**config.mk**
```make
export PLATFORM = sky130hd
export DESIGN_NAME = ctrl_port_paged
export DESIGN_NICKNAME = d
export VERILOG_FILES = /design/src/rtl/cport_pkg.sv /design/src/rtl/cport_sync.sv /design/src/rtl/cport_par.sv /design/src/rtl/cport_ser.sv /design/src/rtl/cport_page.sv /design/src/rtl/ctrl_port_paged.sv
export SDC_FILE = /design/constraint.sdc
export NUM_CORES = 1
export LEC_CHECK = 0
export ABC_AREA = 1
export BUFFER_PORTS_ARGS = -buffer_cell sky130_fd_sc_hd__buf_4
export CORE_MARGIN = 1
export CORE_UTILIZATION = 30
export CTS_CLUSTER_DIAMETER = 80
export DETAILED_ROUTE_END_ITERATION = 8
export PLACE_DENSITY = 0.57
export REMOVE_ABC_BUFFERS = 1
export SETUP_SLACK_MARGIN = 0.2
export SYNTH_ARGS = -nofsm -noshare
export SYNTH_HDL_FRONTEND = slang
export SYNTH_SLANG_ARGS = --single-unit
export TNS_END_PERCENT = 100
```
**constraint.sdc**
```tcl
create_clock -name clk -period 2.8 [get_ports clk]
set_clock_uncertainty 0.15 [all_clocks]
set_input_delay 0.42 -clock clk [delete_from_list [all_inputs] [get_ports clk]]
set_output_delay 0.42 -clock clk [all_outputs]
set_load 0.02 [all_outputs]
```
**src/rtl/cport_pkg.sv**
```systemverilog
// Package: shared widths and the access request passed from a host port
// to the page controller. Assumes one access at a time per port.
package cport_pkg;
    parameter int DW = 8;   // host data width
    parameter int AW = 5;   // host address/command width

    typedef enum logic [1:0] {
        MODE_PAR   = 2'd0,
        MODE_SER   = 2'd1,
        MODE_UNSUP = 2'd2
    } port_mode_e;

    typedef struct packed {
        logic          valid;
        logic          wr;
        logic [AW-1:0] addr;
        logic [DW-1:0] wdata;
    } acc_req_t;
endpackage

```
**src/rtl/cport_sync.sv**
```systemverilog
// Two-flop synchronizer for a bundle of independent single-bit host lines.
// Assumes each bit is sampled on its own; not for multi-bit values.
module cport_sync #(
    parameter int         W       = 2,
    parameter logic [W-1:0] RST_VAL = '1
) (
    input  logic         clk,
    input  logic         rst_n,
    input  logic [W-1:0] d,
    output logic [W-1:0] q
);
    logic [W-1:0] meta_q;
    logic [W-1:0] sync_q;

    // Two register stages into the clock domain.
    always_ff @(posedge clk) begin
        if (!rst_n) begin
            meta_q <= RST_VAL;
            sync_q <= RST_VAL;
        end else begin
            meta_q <= d;
            sync_q <= meta_q;
        end
    end

    assign q = sync_q;
endmodule

```
**src/rtl/cport_par.sv**
```systemverilog
// Parallel host port. An access is taken on the synchronized falling edge
// of the data strobe while chip select is low. Assumes address, data and
// direction are stable from before the strobe falls until it rises.
module cport_par
    import cport_pkg::*;
(
    input  logic          clk,
    input  logic          rst_n,
    input  logic          en,
    input  logic          cs_n,
    input  logic          ds_n,
    input  logic          rw,
    input  logic [AW-1:0] addr,
    input  logic [DW-1:0] wdata,
    input  logic [DW-1:0] rdata_in,
    output acc_req_t      req,
    output logic [DW-1:0] dout,
    output logic          doe
);
    logic [1:0]    ctl_s;
    logic          ds_prev_q;
    logic          strobe;
    logic [DW-1:0] rd_q;

    cport_sync #(.W(2), .RST_VAL(2'b11)) u_sync (
        .clk  (clk),
        .rst_n(rst_n),
        .d    ({cs_n, ds_n}),
        .q    (ctl_s)
    );

    // Remember the previous strobe level for edge detection.
    always_ff @(posedge clk) begin
        if (!rst_n) ds_prev_q <= 1'b1;
        else        ds_prev_q <= ctl_s[0];
    end

    assign strobe = en && ds_prev_q && !ctl_s[0] && !ctl_s[1];

    // Build the access request for the page controller.
    always_comb begin
        req.valid = strobe;
        req.wr    = !rw;
        req.addr  = addr;
        req.wdata = wdata;
    end

    // Capture read data in the access cycle.
    always_ff @(posedge clk) begin
        if (!rst_n)                rd_q <= '0;
        else if (strobe && rw)     rd_q <= rdata_in;
    end

    assign dout = rd_q;
    assign doe  = en && !cs_n && rw && !ds_n;
endmodule

```
**src/rtl/cport_ser.sv**
```systemverilog
// Serial host port. The clock level at chip-select fall picks the bit
// order (high: LSB-first, low: MSB-first). Input bits are taken on rising
// clock edges, output bits change on falling edges. A frame is a command
// byte then a data byte. Assumes the host clock is much slower than clk.
module cport_ser
    import cport_pkg::*;
(
    input  logic          clk,
    input  logic          rst_n,
    input  logic          en,
    input  logic          sclk,
    input  logic          cs_n,
    input  logic          din,
    input  logic [DW-1:0] rdata_in,
    output acc_req_t      req,
    output logic          dout,
    output logic          doe
);
    localparam int CMD_BITS = DW;
    localparam int BITS     = 2 * DW;
    localparam int CW       = $clog2(BITS + 1);

    logic [2:0]    in_s;
    logic          s_cs_n, s_clk, s_din;
    logic          clk_prev_q, cs_prev_q;
    logic          lsb_first_q, active_q;
    logic [CW-1:0] cnt_q;
    logic [DW-1:0] cmd_q, data_q, tx_q;
    logic [DW-1:0] cmd_nxt, data_nxt;
    logic          dout_q, doe_q;
    logic          cs_fall, rise, fall;
    logic          cmd_done, frame_done;

    cport_sync #(.W(3), .RST_VAL(3'b110)) u_sync (
        .clk  (clk),
        .rst_n(rst_n),
        .d    ({cs_n, sclk, din}),
        .q    (in_s)
    );
    assign {s_cs_n, s_clk, s_din} = in_s;

    // Previous levels for edge detection.
    always_ff @(posedge clk) begin
        if (!rst_n) begin
            clk_prev_q <= 1'b1;
            cs_prev_q  <= 1'b1;
        end else begin
            clk_prev_q <= s_clk;
            cs_prev_q  <= s_cs_n;
        end
    end

    assign cs_fall = en && cs_prev_q && !s_cs_n;
    assign rise    = active_q && !s_cs_n && !cs_fall && s_clk && !clk_prev_q;
    assign fall    = active_q && !s_cs_n && !cs_fall && !s_clk && clk_prev_q;

    // Next shift values in the detected bit order.
    assign cmd_nxt  = lsb_first_q ? {s_din, cmd_q[DW-1:1]}  : {cmd_q[DW-2:0], s_din};
    assign data_nxt = lsb_first_q ? {s_din, data_q[DW-1:1]} : {data_q[DW-2:0], s_din};

    assign cmd_done   = rise && (cnt_q == CW'(CMD_BITS - 1));
    assign frame_done = rise && (cnt_q == CW'(BITS - 1));

    // Issue the read after the command byte, the write after the data byte.
    always_comb begin
        req.valid = (cmd_done && cmd_nxt[DW-1]) || (frame_done && !cmd_q[DW-1]);
        req.wr    = frame_done;
        req.addr  = cmd_done ? cmd_nxt[AW-1:0] : cmd_q[AW-1:0];
        req.wdata = data_nxt;
    end

    // Frame state: convention, bit count and shift registers.
    always_ff @(posedge clk) begin
        if (!rst_n) begin
            lsb_first_q <= 1'b0;
            active_q    <= 1'b0;
            cnt_q       <= '0;
            cmd_q       <= '0;
            data_q      <= '0;
        end else if (!en || s_cs_n) begin
            active_q <= 1'b0;
        end else if (cs_fall) begin
            lsb_first_q <= s_clk;
            active_q    <= 1'b1;
            cnt_q       <= '0;
            cmd_q       <= '0;
            data_q      <= '0;
        end else if (rise && cnt_q < CW'(BITS)) begin
            cnt_q <= cnt_q + 1'b1;
            if (cnt_q < CW'(CMD_BITS)) cmd_q  <= cmd_nxt;
            else                       data_q <= data_nxt;
        end
    end

    // Output shifter: load read data, shift one bit per falling edge.
    always_ff @(posedge clk) begin
        if (!rst_n) begin
            tx_q   <= '0;
            dout_q <= 1'b0;
            doe_q  <= 1'b0;
        end else if (!en || s_cs_n) begin
            doe_q <= 1'b0;
        end else if (cmd_done && cmd_nxt[DW-1]) begin
            tx_q <= rdata_in;
        end else if (fall && cmd_q[DW-1] && cnt_q >= CW'(CMD_BITS) && cnt_q < CW'(BITS)) begin
            dout_q <= lsb_first_q ? tx_q[0] : tx_q[DW-1];
            tx_q   <= lsb_first_q ? (tx_q >> 1) : (tx_q << 1);
            doe_q  <= 1'b1;
        end
    end

    assign dout = dout_q;
    assign doe  = doe_q;

    assert_bitcnt_R7: assert property (@(posedge clk) disable iff (!rst_n)
        cnt_q <= CW'(BITS));
    assert_oe_read_only_R7: assert property (@(posedge clk) disable iff (!rst_n)
        $rose(doe_q) |-> cmd_q[DW-1]);
endmodule

```
**src/rtl/cport_page.sv**
```systemverilog
// Page controller: holds the command/address (page) register, turns
// register-space requests into one-cycle bus strobes, returns read data
// and keeps the interrupt pending until the status page is read.
module cport_page
    import cport_pkg::*;
#(
    parameter int NUM_PAGES   = 14,
    parameter int STATUS_PAGE = 13,
    localparam int PW         = $clog2(NUM_PAGES)
) (
    input  logic          clk,
    input  logic          rst_n,
    input  acc_req_t      req,
    input  logic          irq_event,
    input  logic [DW-1:0] bus_rdata,
    output logic [PW-1:0] bus_page,
    output logic [AW-2:0] bus_addr,
    output logic [DW-1:0] bus_wdata,
    output logic          bus_wr,
    output logic          bus_rd,
    output logic [DW-1:0] rdata,
    output logic          irq_n
);
    logic [PW-1:0] page_q;
    logic          pend_q;
    logic          car_wr, reg_acc, page_ok, status_rd;

    assign car_wr    = req.valid && req.wr && !req.addr[AW-1];
    assign reg_acc   = req.valid && req.addr[AW-1];
    assign page_ok   = req.wdata < DW'(NUM_PAGES);
    assign status_rd = bus_rd && (page_q == PW'(STATUS_PAGE));

    // Page register: legal page numbers only.
    always_ff @(posedge clk) begin
        if (!rst_n)                  page_q <= '0;
        else if (car_wr && page_ok)  page_q <= req.wdata[PW-1:0];
    end

    // Interrupt pending: event sets, status-page read clears.
    always_ff @(posedge clk) begin
        if (!rst_n)          pend_q <= 1'b0;
        else if (irq_event)  pend_q <= 1'b1;
        else if (status_rd)  pend_q <= 1'b0;
    end

    assign bus_page  = page_q;
    assign bus_addr  = req.addr[AW-2:0];
    assign bus_wdata = req.wdata;
    assign bus_wr    = reg_acc && req.wr;
    assign bus_rd    = reg_acc && !req.wr;
    assign rdata     = req.addr[AW-1] ? bus_rdata : {{(DW-PW){1'b0}}, page_q};
    assign irq_n     = !pend_q;

    assert_page_range_R5: assert property (@(posedge clk) disable iff (!rst_n)
        page_q < PW'(NUM_PAGES));
    assert_bad_page_hold_R5: assert property (@(posedge clk) disable iff (!rst_n)
        (car_wr && !page_ok) |=> $stable(page_q));
    assert_irq_set_R8: assert property (@(posedge clk) disable iff (!rst_n)
        irq_event |=> !irq_n);
    assert_irq_hold_R8: assert property (@(posedge clk) disable iff (!rst_n)
        (!irq_n && !(bus_rd && bus_page == PW'(STATUS_PAGE))) |=> !irq_n);
endmodule

```
**src/rtl/ctrl_port_paged.sv**
```systemverilog
// Top: decodes the mode straps, enables one host port, and routes its
// requests to the page controller. Assumes the straps are static while
// any host transaction is in progress.
module ctrl_port_paged
    import cport_pkg::*;
#(
    parameter int NUM_PAGES   = 14,
    parameter int STATUS_PAGE = 13,
    localparam int PW         = $clog2(NUM_PAGES)
) (
    input  logic          clk,
    input  logic          rst_n,
    input  logic          sel_serial,
    input  logic          sel_stream,
    input  logic          par_cs_n,
    input  logic          par_ds_n,
    input  logic          par_rw,
    input  logic [AW-1:0] par_addr,
    input  logic [DW-1:0] par_din,
    output logic [DW-1:0] par_dout,
    output logic          par_doe,
    input  logic          ser_clk,
    input  logic          ser_cs_n,
    input  logic          ser_din,
    output logic          ser_dout,
    output logic          ser_doe,
    output logic          mode_unsup,
    input  logic          irq_event,
    output logic          irq_n,
    output logic [PW-1:0] bus_page,
    output logic [AW-2:0] bus_addr,
    output logic [DW-1:0] bus_wdata,
    output logic          bus_wr,
    output logic          bus_rd,
    input  logic [DW-1:0] bus_rdata
);
    port_mode_e    mode;
    acc_req_t      par_req, ser_req, req;
    logic [DW-1:0] rdata;

    // Strap decode.
    always_comb begin
        if (!sel_serial)      mode = MODE_PAR;
        else if (!sel_stream) mode = MODE_SER;
        else                  mode = MODE_UNSUP;
    end

    assign mode_unsup = (mode == MODE_UNSUP);

    cport_par u_par (
        .clk     (clk),
        .rst_n   (rst_n),
        .en      (mode == MODE_PAR),
        .cs_n    (par_cs_n),
        .ds_n    (par_ds_n),
        .rw      (par_rw),
        .addr    (par_addr),
        .wdata   (par_din),
        .rdata_in(rdata),
        .req     (par_req),
        .dout    (par_dout),
        .doe     (par_doe)
    );

    cport_ser u_ser (
        .clk     (clk),
        .rst_n   (rst_n),
        .en      (mode == MODE_SER),
        .sclk    (ser_clk),
        .cs_n    (ser_cs_n),
        .din     (ser_din),
        .rdata_in(rdata),
        .req     (ser_req),
        .dout    (ser_dout),
        .doe     (ser_doe)
    );

    // Route the request of the selected port.
    always_comb begin
        req = (mode == MODE_SER) ? ser_req : par_req;
    end

    cport_page #(
        .NUM_PAGES  (NUM_PAGES),
        .STATUS_PAGE(STATUS_PAGE)
    ) u_page (
        .clk      (clk),
        .rst_n    (rst_n),
        .req      (req),
        .irq_event(irq_event),
        .bus_rdata(bus_rdata),
        .bus_page (bus_page),
        .bus_addr (bus_addr),
        .bus_wdata(bus_wdata),
        .bus_wr   (bus_wr),
        .bus_rd   (bus_rd),
        .rdata    (rdata),
        .irq_n    (irq_n)
    );

    assert_unsup_quiet_R2: assert property (@(posedge clk) disable iff (!rst_n)
        mode_unsup |-> !bus_wr && !bus_rd);
    assert_par_oe_mode_R9: assert property (@(posedge clk) disable iff (!rst_n)
        par_doe |-> !sel_serial && par_rw);
    assert_port_exclusive_R10: assert property (@(posedge clk) disable iff (!rst_n)
        !(par_req.valid && ser_req.valid));
endmodule

```
Word-level counts from Yosys, hierarchy flattened. Cells that the tools add are included.

Bits of input ports: 32. Bits in read-only memories: 0. Latch bits: 0. Output and inout bits: 31. Flip-flop bits (word level): 59. Memories kept: 0. Memory bits (writable): 0. Logic and storage cells: 112.

Divide/modulo/power cells: 0. Bitwise logic cells: 3. Reductions and logical operators: 59. Add/sub/neg operators: 1. Shifts and indexed selects: 0. $lt $le $gt $ge: 4. $mul: 0. Equality and inequality tests: 6. Muxes and demuxes: 21.

Operator list (count): $mux W8 (12); $logic_and A1 B1 Y1 (30); $mux W15 (1); $mux W5 (3); $logic_not A1 Y1 (14); $reduce_and A3 Y1 (3); $lt A8 B4 Y1 const B (1); $reduce_and A2 Y1 (4); $reduce_bool A2 Y1 (4); $add A5 B1 Y5 const B (1); $eq A5 B3 Y1 const B (1); $eq A5 B4 Y1 const B (1); $ge A5 B4 Y1 const B (1); $lt A5 B4 Y1 const B (1); $lt A5 B5 Y1 const B (1); $eq A4 B4 Y1 const B (1); $mux W2 (2); $mux W1 (3); $not A1 Y1 (3); $eq A2 B1 Y1 const B (1); $eq A2 B2 Y1 const B (1); $logic_not A2 Y1 (1); $logic_or A1 B1 Y1 (2); $ne A2 B1 Y1 const B (1); $reduce_or A2 Y1 (1).

Depth between registers and ports, before layout. Gate-level depths: netlist (run 1).

Word-level depth: 18. Gate-level depth with buffers: 14. Depth with buffers taken out: 14.

Modules after synthesis. A second synthesis (run 1) with hierarchy kept.

Cells, all modules: 574. Area total of the unflattened synthesis: 3602.2 µm².

By module, submodules not included: cport_ser (instances 1, seq. area each 700.7 µm², cells each 316, area each 1989.4 µm²); cport_par (instances 1, seq. area each 180.2 µm², cells each 91, area each 595.6 µm²); cport_page (instances 1, seq. area each 100.1 µm², cells each 82, area each 486.7 µm²); ctrl_port_paged (instances 1, seq. area each 0.0 µm², cells each 55, area each 255.2 µm²); cport_sync (u_ser.u_sync) (instances 1, seq. area each 120.1 µm², cells each 18, area each 165.2 µm²); cport_sync (u_par.u_sync) (instances 1, seq. area each 80.1 µm², cells each 12, area each 110.1 µm²).

Worst setup path after synthesis (run 1). Ideal clock, no wire load.

Path type: reg2out. Start: register u_ser.cnt_q[0]. End: output port bus_wr. Required time: 2230 ps. Setup slack: 537 ps. Data arrival time: 1693 ps. Cell stages (with the launch flop): 10. Cells stage by stage: dfxtp_1 > ha_1 > nand2_1 > nor2_4 > nand3_4 > nor2_4 > nand2_2 > nand2_2 > nand2_2 > nor2_1.

Cells in the longest elaborated chain, start to end: 7. Elaborated cells on any way between the ends: 11. Those cells by class: 2 x eq/ne; 2 x mux; 7 x reduce/logical.

Ends and longest elaborated chain: start, declared (RTL line cport_ser.sv:27) `logic [CW-1:0] cnt_q;`; start signal, assigned (RTL line cport_ser.sv:89) `cnt_q <= cnt_q + 1'b1;`; $eq A5 B3 Y1 / $eq A5 B4 Y1 (equally long branches) (RTL line cport_ser.sv:61, cport_ser.sv:62); $logic_and A1 B1 Y1, on equally long branches (RTL line cport_ser.sv:61, cport_ser.sv:62); $logic_and A1 B1 Y1 (RTL line cport_ser.sv:66) `req.valid = (cmd_done && cmd_nxt[DW-1]) || (frame_done && !cmd_q[DW-1]);`; $logic_or A1 B1 Y1 (RTL line cport_ser.sv:66); $mux W15 (*) (RTL line ctrl_port_paged.sv:80) `req = (mode == MODE_SER) ? ser_req : par_req;`; $logic_and A1 B1 Y1 (RTL line cport_page.sv:29) `assign reg_acc = req.valid && req.addr[AW-1];`; $logic_and A1 B1 Y1 (*) (RTL line cport_page.sv:49) `assign bus_wr = reg_acc && req.wr;`; end, declared (RTL line ctrl_port_paged.sv:33) `output logic bus_wr,`.

Every way passes the cells marked *; elsewhere a longest branch is shown, timed or not.

Worst setup path after layout (run 1).
Start: register u_ser.cnt_q[1]. End: output port bus_wr.

The elaborated chain is that of the path after synthesis.

==> impl_results.md, run 1 <==
- Post-layout min period: ~2.5 ns
- Element type at the critical path start: flop
- Synthesized area: between 3000 and 4000 µm²
- Floorplan Core Area: a little over 10000 µm²
- Type of destination of the critical path: output port
- Transition time at the pin with the least slew margin: roughly 1.1 ns
- Largest fanout on the critical path: 4
- Netlist cell types: 36
- Total number of clock tree sinks: 59
- Starting density of the core: 0.308
- Final Routed Wirelength: around 8.6 mm
- Wire length of the first global-routing pass: about 14 mm
- Worst relative slew slack: 0.279
- Detailed Place HPWL: a little over 6 mm
- TritonCTS clock tree: built
- Worst EP arrival: just under 2 ns
- Io pins: 63
- CTS buffer count: 9
- DIE HEIGHT: 105 µm
- CTS Buffer Depth: 2
- Buffer cell driving the clock tree root: sky130_fd_sc_hd__clkbuf_8
- Area share of the largest cell type after synthesis: 0.373
- Synthesized instance count: between 400 and 500
- Hold-fix buffers at CTS: 0
- Class of the tightest hold or removal check: in2reg
- Wire length per cell: 12.6 µm
- Power consumption: about 1.8 mW
- Largest net degree at the start of global routing: 33
- Total Negative Setup Slacks: 0 ns
- Clock transition at the register clock pins on the worst setup and hold paths after CTS: about 0.060 ns
- Fraction of the cycle the final worst path needs: 0.892
- Final nets: 577
- Leak pwr: between 1.5 and 2 nW
- Horizontal extent of the die: approximately 100 µm
- VDD IR-drop max: between 0.0002 and 0.00025 V
- Share of final-layout standard cells stronger than drive strength 1: 0.268
- Number of slew-limit violations in the final report: 0
- Ant diodes: 0
- Avg Vias per Cell: approximately 4.7
- Setup repair after global routing missed its margin: yes
- Area delta synth->final: 29.2%
- Port Buffer Count: 62
- Number of global-route vias before repair: about 3100
- Post-route DRC violation count: 0
- Count of state elements after synthesis: between 50 and 60
- Standard-cell row count: 37
- Antenna-violating nets left: 0
- Most used flip-flop cell after synthesis: sky130_fd_sc_hd__dfxtp_1
- Final Wtd Congestion: 0.801
- Number of enable flip-flop cells after synthesis: 0
- Sum of overflow across all layers after global routing: 0
- Biggest area contributors in the synthesized netlist: sky130_fd_sc_hd__dfxtp_1, sky130_fd_sc_hd__nand2_1, sky130_fd_sc_hd__inv_1
- Number of maximum-capacitance violations: 0
- Run status: completed
- Number of DRC markers after the initial detailed-route iteration: 180
- Insertion delay of the later-clocked pin in the worst-skew pair: between 0.3 and 0.4 ns
- Sequential fraction of the synthesis area: 0.373
- Total GRT Usage: 0.162
- Critical path required time: approximately 2.2 ns
- Number of antenna violations at the first check in global routing: 0
- Die ar.: between 10000 and 15000 µm²
- Drt pass-1 iters: 5
- Total vias in the final route: 3235
- Number of levels in the clock H-tree: 3
- Synthesized area per cell: roughly 6.8 µm²
- WS Path Type: reg2out
- Final Setup Violations: 0
- Count of final hold-check violations: 0
- Yosys warning count: 0
- Total power divided by cell area: approximately 430 nW/µm²
- Synth async-reset ratio: 0
- Fmax: 0.400 GHz
- Top cell type by total area after synthesis: sky130_fd_sc_hd__dfxtp_1
-- worst paths after layout --
path | start | to | slack, ns | cells past startpoint
worst min-delay path | ser_clk | u_ser.u_sync.meta_q[1]$_SDFF_PN1_ | 0.12 | 2
worst max-delay path | u_ser.cnt_q[1]$_SDFFE_PN0P_ | bus_wr | 0.30 | 13
worst min register to register | u_par.u_sync.meta_q[0]$_SDFF_PN1_ | u_par.u_sync.q[0]$_SDFF_PN1_ | 0.26 | 1
worst max register to register | u_ser.lsb_first_q$_SDFFE_PN0P_ | u_page.bus_page[3]$_SDFFE_PN0P_ | 0.66 | 11
-- stage by stage --
| stage | hold slack, ns | utilization | setup slack [ns] | cell area [µm²] | instances |
|---|---|---|---|---|---|
| floorplan | 0.240 | - | 0.367 | 3070 | 450 |
| global placement | 0.244 | 0.364 | 0.401 | 3740 | 653 |
| detailed placement | 0.247 | 0.364 | 0.346 | 3740 | 653 |
| CTS | 0.104 | 0.386 | 0.204 | 3960 | 674 |
| global route | 0.0956 | 0.398 | 0.186 | 4090 | 684 |
| finish | 0.119 | 0.398 | 0.302 | 4090 | 684 |
-- registers in the layout, indices dropped and copies added, names as in the netlist, 3 cells and up --
| signal | cells |
|---|---|
| u_ser.cmd_q | 8 |
| u_ser.u_sync.q | 3 |
| u_par.dout | 8 |
| u_ser.data_q | 8 |
| u_ser.tx_q | 8 |
| u_page.bus_page | 4 |
| u_ser.cnt_q | 5 |
| u_ser.u_sync.meta_q | 3 |
-- power breakdown --
group	internal [mW]	switching (mW)	total (mW)
registers	0.852	0.00755	0.860
clock network	0.368	0.329	0.697
logic	0.0846	0.121	0.206
-- placed cells by master (no fill, tap or decap), types with 2 or more instances in the layout --
cell and instances:
sky130_fd_sc_hd__nand2_1 102, sky130_fd_sc_hd__buf_4 81, sky130_fd_sc_hd__inv_1 63, sky130_fd_sc_hd__dfxtp_1 56
sky130_fd_sc_hd__a21oi_1 46, sky130_fd_sc_hd__o21ai_0 37, sky130_fd_sc_hd__nor2_1 33, sky130_fd_sc_hd__nand3_1 29
sky130_fd_sc_hd__or2_2 13, sky130_fd_sc_hd__clkbuf_8 11, sky130_fd_sc_hd__nand4_1 10, sky130_fd_sc_hd__inv_2 7
sky130_fd_sc_hd__nor2_2 6, sky130_fd_sc_hd__nand2_2 6, sky130_fd_sc_hd__nor2_4 5, sky130_fd_sc_hd__nor3_1 5
sky130_fd_sc_hd__a211oi_1 4, sky130_fd_sc_hd__a21o_1 4, sky130_fd_sc_hd__nand2_4 3, sky130_fd_sc_hd__nand3b_1 3
sky130_fd_sc_hd__clkbuf_1 3, sky130_fd_sc_hd__dfxtp_2 3, sky130_fd_sc_hd__nor4_1 2, sky130_fd_sc_hd__clkinv_2 2
-- logic make-up (layout without fill, tap and decap cells) --
family          count (synthesis)  in the layout  synth area share
buf+inv                        86            168             0.112
simple gates                  221            221             0.335
xor+xnor                        1              1           0.00277
compound gates                 97             97             0.169
flops                          59             59             0.373
fa+ha+maj                       2              2           0.00791
-- timing repair --
action | 4_1_cts | 5_1_grt
setup buffers | 5 | 10
gates resized for setup | 6 | 11
pin swaps | 6 | 9
setup endpoints to repair | 2 | 3
-- routing by layer --
metal	track usage	wire [µm]	up-vias
met4	0.0584	203	0
met5	0	0	-
met2	0.263	4020	80
met1	0.206	4000	1477
li1	-	-	1663
met3	0.0430	388	15
-- final cells by class --
cell class / count / area, µm²
flip-flops and latches: 59 / 1180
well taps: 136 / 170
clock inverters: 2 / 10.0
clock buffers: 14 / 163
inverters: 70 / 263
repair buffers: 82 / 628
fillers: 1115 / 6190
multi-input cells: 321 / 1670
-- cells in the mapped netlist, types with 5 or more instances --
master,n
sky130_fd_sc_hd__a21oi_1,46
sky130_fd_sc_hd__clkbuf_1,8
sky130_fd_sc_hd__dfxtp_1,59
sky130_fd_sc_hd__inv_1,64
sky130_fd_sc_hd__inv_2,6
sky130_fd_sc_hd__nand2_1,105
sky130_fd_sc_hd__nand2_2,5
sky130_fd_sc_hd__nand3_1,29
sky130_fd_sc_hd__nand4_1,10
sky130_fd_sc_hd__nor2_1,37
sky130_fd_sc_hd__nor2_4,5
sky130_fd_sc_hd__nor3_1,5
sky130_fd_sc_hd__o21ai_0,38
sky130_fd_sc_hd__or2_2,13
-- critical path, cell delays in order, from the launching register on --
cell and delay (ns):
sky130_fd_sc_hd__dfxtp_2 0.36, sky130_fd_sc_hd__ha_4 0.15, sky130_fd_sc_hd__nand2_4 0.06, sky130_fd_sc_hd__nor2_2 0.08, sky130_fd_sc_hd__ha_2 0.16, sky130_fd_sc_hd__inv_1 0.04
sky130_fd_sc_hd__nor2_2 0.09, sky130_fd_sc_hd__nand4_1 0.10, sky130_fd_sc_hd__nand2_1 0.10, sky130_fd_sc_hd__inv_2 0.06, sky130_fd_sc_hd__nand2_4 0.07, sky130_fd_sc_hd__nand2_2 0.06
sky130_fd_sc_hd__nor2_2 0.11, sky130_fd_sc_hd__buf_4 0.15
(Power assumes the default switching activity.)
==> inputs of run 2 (changes only) <==
- CORE_MARGIN: 1 -> 2
- RECOVER_POWER: not set -> 50
==> impl_results.md, run 2 (synthesis gave the netlist of run 1 again) <==
- Share of final-layout standard cells stronger than drive strength 1: 0.224
- Area after detailed placement: approximately 3700 µm²
- Sequence of cells on the critical path: inv_1 > nand4_1 > buf_4 > clkbuf_1 > nand2_1 > nand2_4 > inv_1 > nand3_1 > a21oi_1
- Number of antenna violations at the first check in global routing: 0
- Fin Hold WS: between 0.1 and 0.15 ns
- Switch Pwr: around 450 µW
- Setup repair after global routing missed its margin: no
- Fraction of the cycle the final worst path needs: 0.910
- Final nets: 573
- Class of the tightest hold or removal check: in2reg
- Commonest non-fill, non-tap cell in the layout: sky130_fd_sc_hd__nand2_1
- Util after Layout: 0.392
- Die ar.: between 10000 and 15000 µm²
- Element type at the critical path start: flop
- DIE HEIGHT: roughly 110 µm
- Floorplan Core Area: 10300 µm²
- Total GRT Usage: 0.156
- Port Buffer Count: 62
- Starting density of the core: 0.308
- Total power divided by cell area: roughly 460 nW/µm²
- Leak pwr: ~1.8 nW
- Max incr delay on CP: roughly 0.44 ns
- Number of levels in the clock H-tree: 3
- CTS Buffer Depth: 2
- Clock transition at the register clock pins on the worst setup and hold paths after CTS: around 0.060 ns
- Final Wtd Congestion: 0.856
- Number of DRC markers after the initial detailed-route iteration: 182
- Wire length per cell: about 13 µm
- Final design area excluding fillers: just over 4000 µm²
- Number of slew-limit violations in the final report: 0
- Fmax: 0.393 GHz
- Insertion delay of the later-clocked pin in the worst-skew pair: ~0.34 ns
- TritonCTS clock tree: built
- Total number of clock tree sinks: ~60
- Standard-cell row count: 37
- Commonest cells after routing, fill and taps aside: sky130_fd_sc_hd__nand2_1, sky130_fd_sc_hd__inv_1, sky130_fd_sc_hd__buf_4, sky130_fd_sc_hd__dfxtp_1, sky130_fd_sc_hd__a21oi_1
- Final Routed Wirelength: between 8 and 9 mm
- Portion of total power attributed to the clock network: 0.427
- Total vias in the final route: 3160
- Avg Vias per Cell: roughly 4.6
- Post-layout min period: between 2 and 3 ns
- Run status: completed
- Critical path required time: around 2.8 ns
- Sw frac: 0.244
- Detailed Place HPWL: 6.12 mm
- Total Negative Setup Slacks: 0 ns
- Horizontal extent of the die: approximately 110 µm
- Io pins: 63
- Largest net degree at the start of global routing: 33
- CTS buffer count: 9
- Drt pass-1 iters: 4
- Final Setup Violations: 0
- Count of final hold-check violations: 0
- Wire length of the first global-routing pass: approximately 14 mm
- Number of maximum-capacitance violations: 0
- Worst relative slew slack: 0.286
- Sum of overflow across all layers after global routing: 0
- Area delta synth->final: 27.5%
- Transition time at the pin with the least slew margin: between 1 and 1.5 ns
- WS Path Type: reg2reg
- Ant diodes: 0
- Buffer cell driving the clock tree root: sky130_fd_sc_hd__clkbuf_8
- Type of destination of the critical path: flop
- Internal power component: about 1.4 mW
- CP most frequent cell: sky130_fd_sc_hd__inv_1
- Largest fanout on the critical path: 15
- Combinational group share of total power: 0.109
- Crit path max-delay cell type: sky130_fd_sc_hd__nand2_1
- Number of global-route vias before repair: ~3000
- Antenna-violating nets left: 0
- Post-route DRC violation count: 0
- VDD IR-drop max: 0.000189 V
- Worst EP arrival: around 2.6 ns
- Part of the power in registers: 0.463
run 2: path summary, 6_finish.rpt:
| kind | start | to | slack (ns) | cells after the start |
|---|---|---|---|---|
| worst max-delay path | u_ser.u_sync.q[2]$_SDFF_PN1_ | u_ser.cmd_q[0]$_SDFFE_PN0P_ | 0.25 | 9 |
| worst min-delay path | ser_clk | u_ser.u_sync.meta_q[1]$_SDFF_PN1_ | 0.11 | 2 |
| worst max register to register | u_ser.u_sync.q[2]$_SDFF_PN1_ | u_ser.cmd_q[0]$_SDFFE_PN0P_ | 0.25 | 9 |
| worst min register to register | u_par.u_sync.meta_q[0]$_SDFF_PN1_ | u_par.u_sync.q[0]$_SDFF_PN1_ | 0.26 | 1 |
run 2: per-layer routing:
layer / GRT usage / up-vias / routed length [µm]
met5: 0 / - / 0
met4: 0.0566 / 0 / 158
met3: 0.0535 / 12 / 425
met2: 0.245 / 79 / 3960
met1: 0.197 / 1419 / 4000
li1: - / 1650 / -
run 2: layout make-up:
cell class,count,area (µm²)
flip-flops and latches,59,1180
clock buffers,16,210
inverters,70,263
repair buffers,78,526
well taps,136,170
fillers,1111,6240
multi-input cells,321,1680
run 2: worst max-delay path: cells and delay by family (launching register included):
family	cells	cell delay, ns
buffers and inverters	4	0.72
AOI/OAI and AO/OA	1	0.07
DFF	1	0.36
and+or+nand+nor	4	1.07
run 2: what timing repair did:
action,CTS,global route
setup endpoints to repair,2,3
hold buffers,0,0
resized for setup,12,13
pin swaps,8,10
setup buffers,4,7
run 2: power groups by stage:
| stage | Sequential, mW | Combinational (mW) | Clock (mW) |
|---|---|---|---|
| floorplan | 0.877 | 0.104 | 0 |
| global placement | 0.878 | 0.199 | 0 |
| detailed placement | 0.878 | 0.200 | 0 |
| CTS | 0.860 | 0.203 | 0.814 |
| global route | 0.860 | 0.223 | 0.862 |
| finish | 0.859 | 0.203 | 0.792 |
run 2: stage by stage:
stage / worst slack (ns) / total power [mW] / std cells
global placement: 0.402 / 1.08 / 653
finish: 0.253 / 1.85 / 680
CTS: 0.219 / 1.88 / 673
global route: 0.104 / 1.95 / 680
detailed placement: 0.306 / 1.08 / 653
floorplan: 0.367 / 0.981 / 450
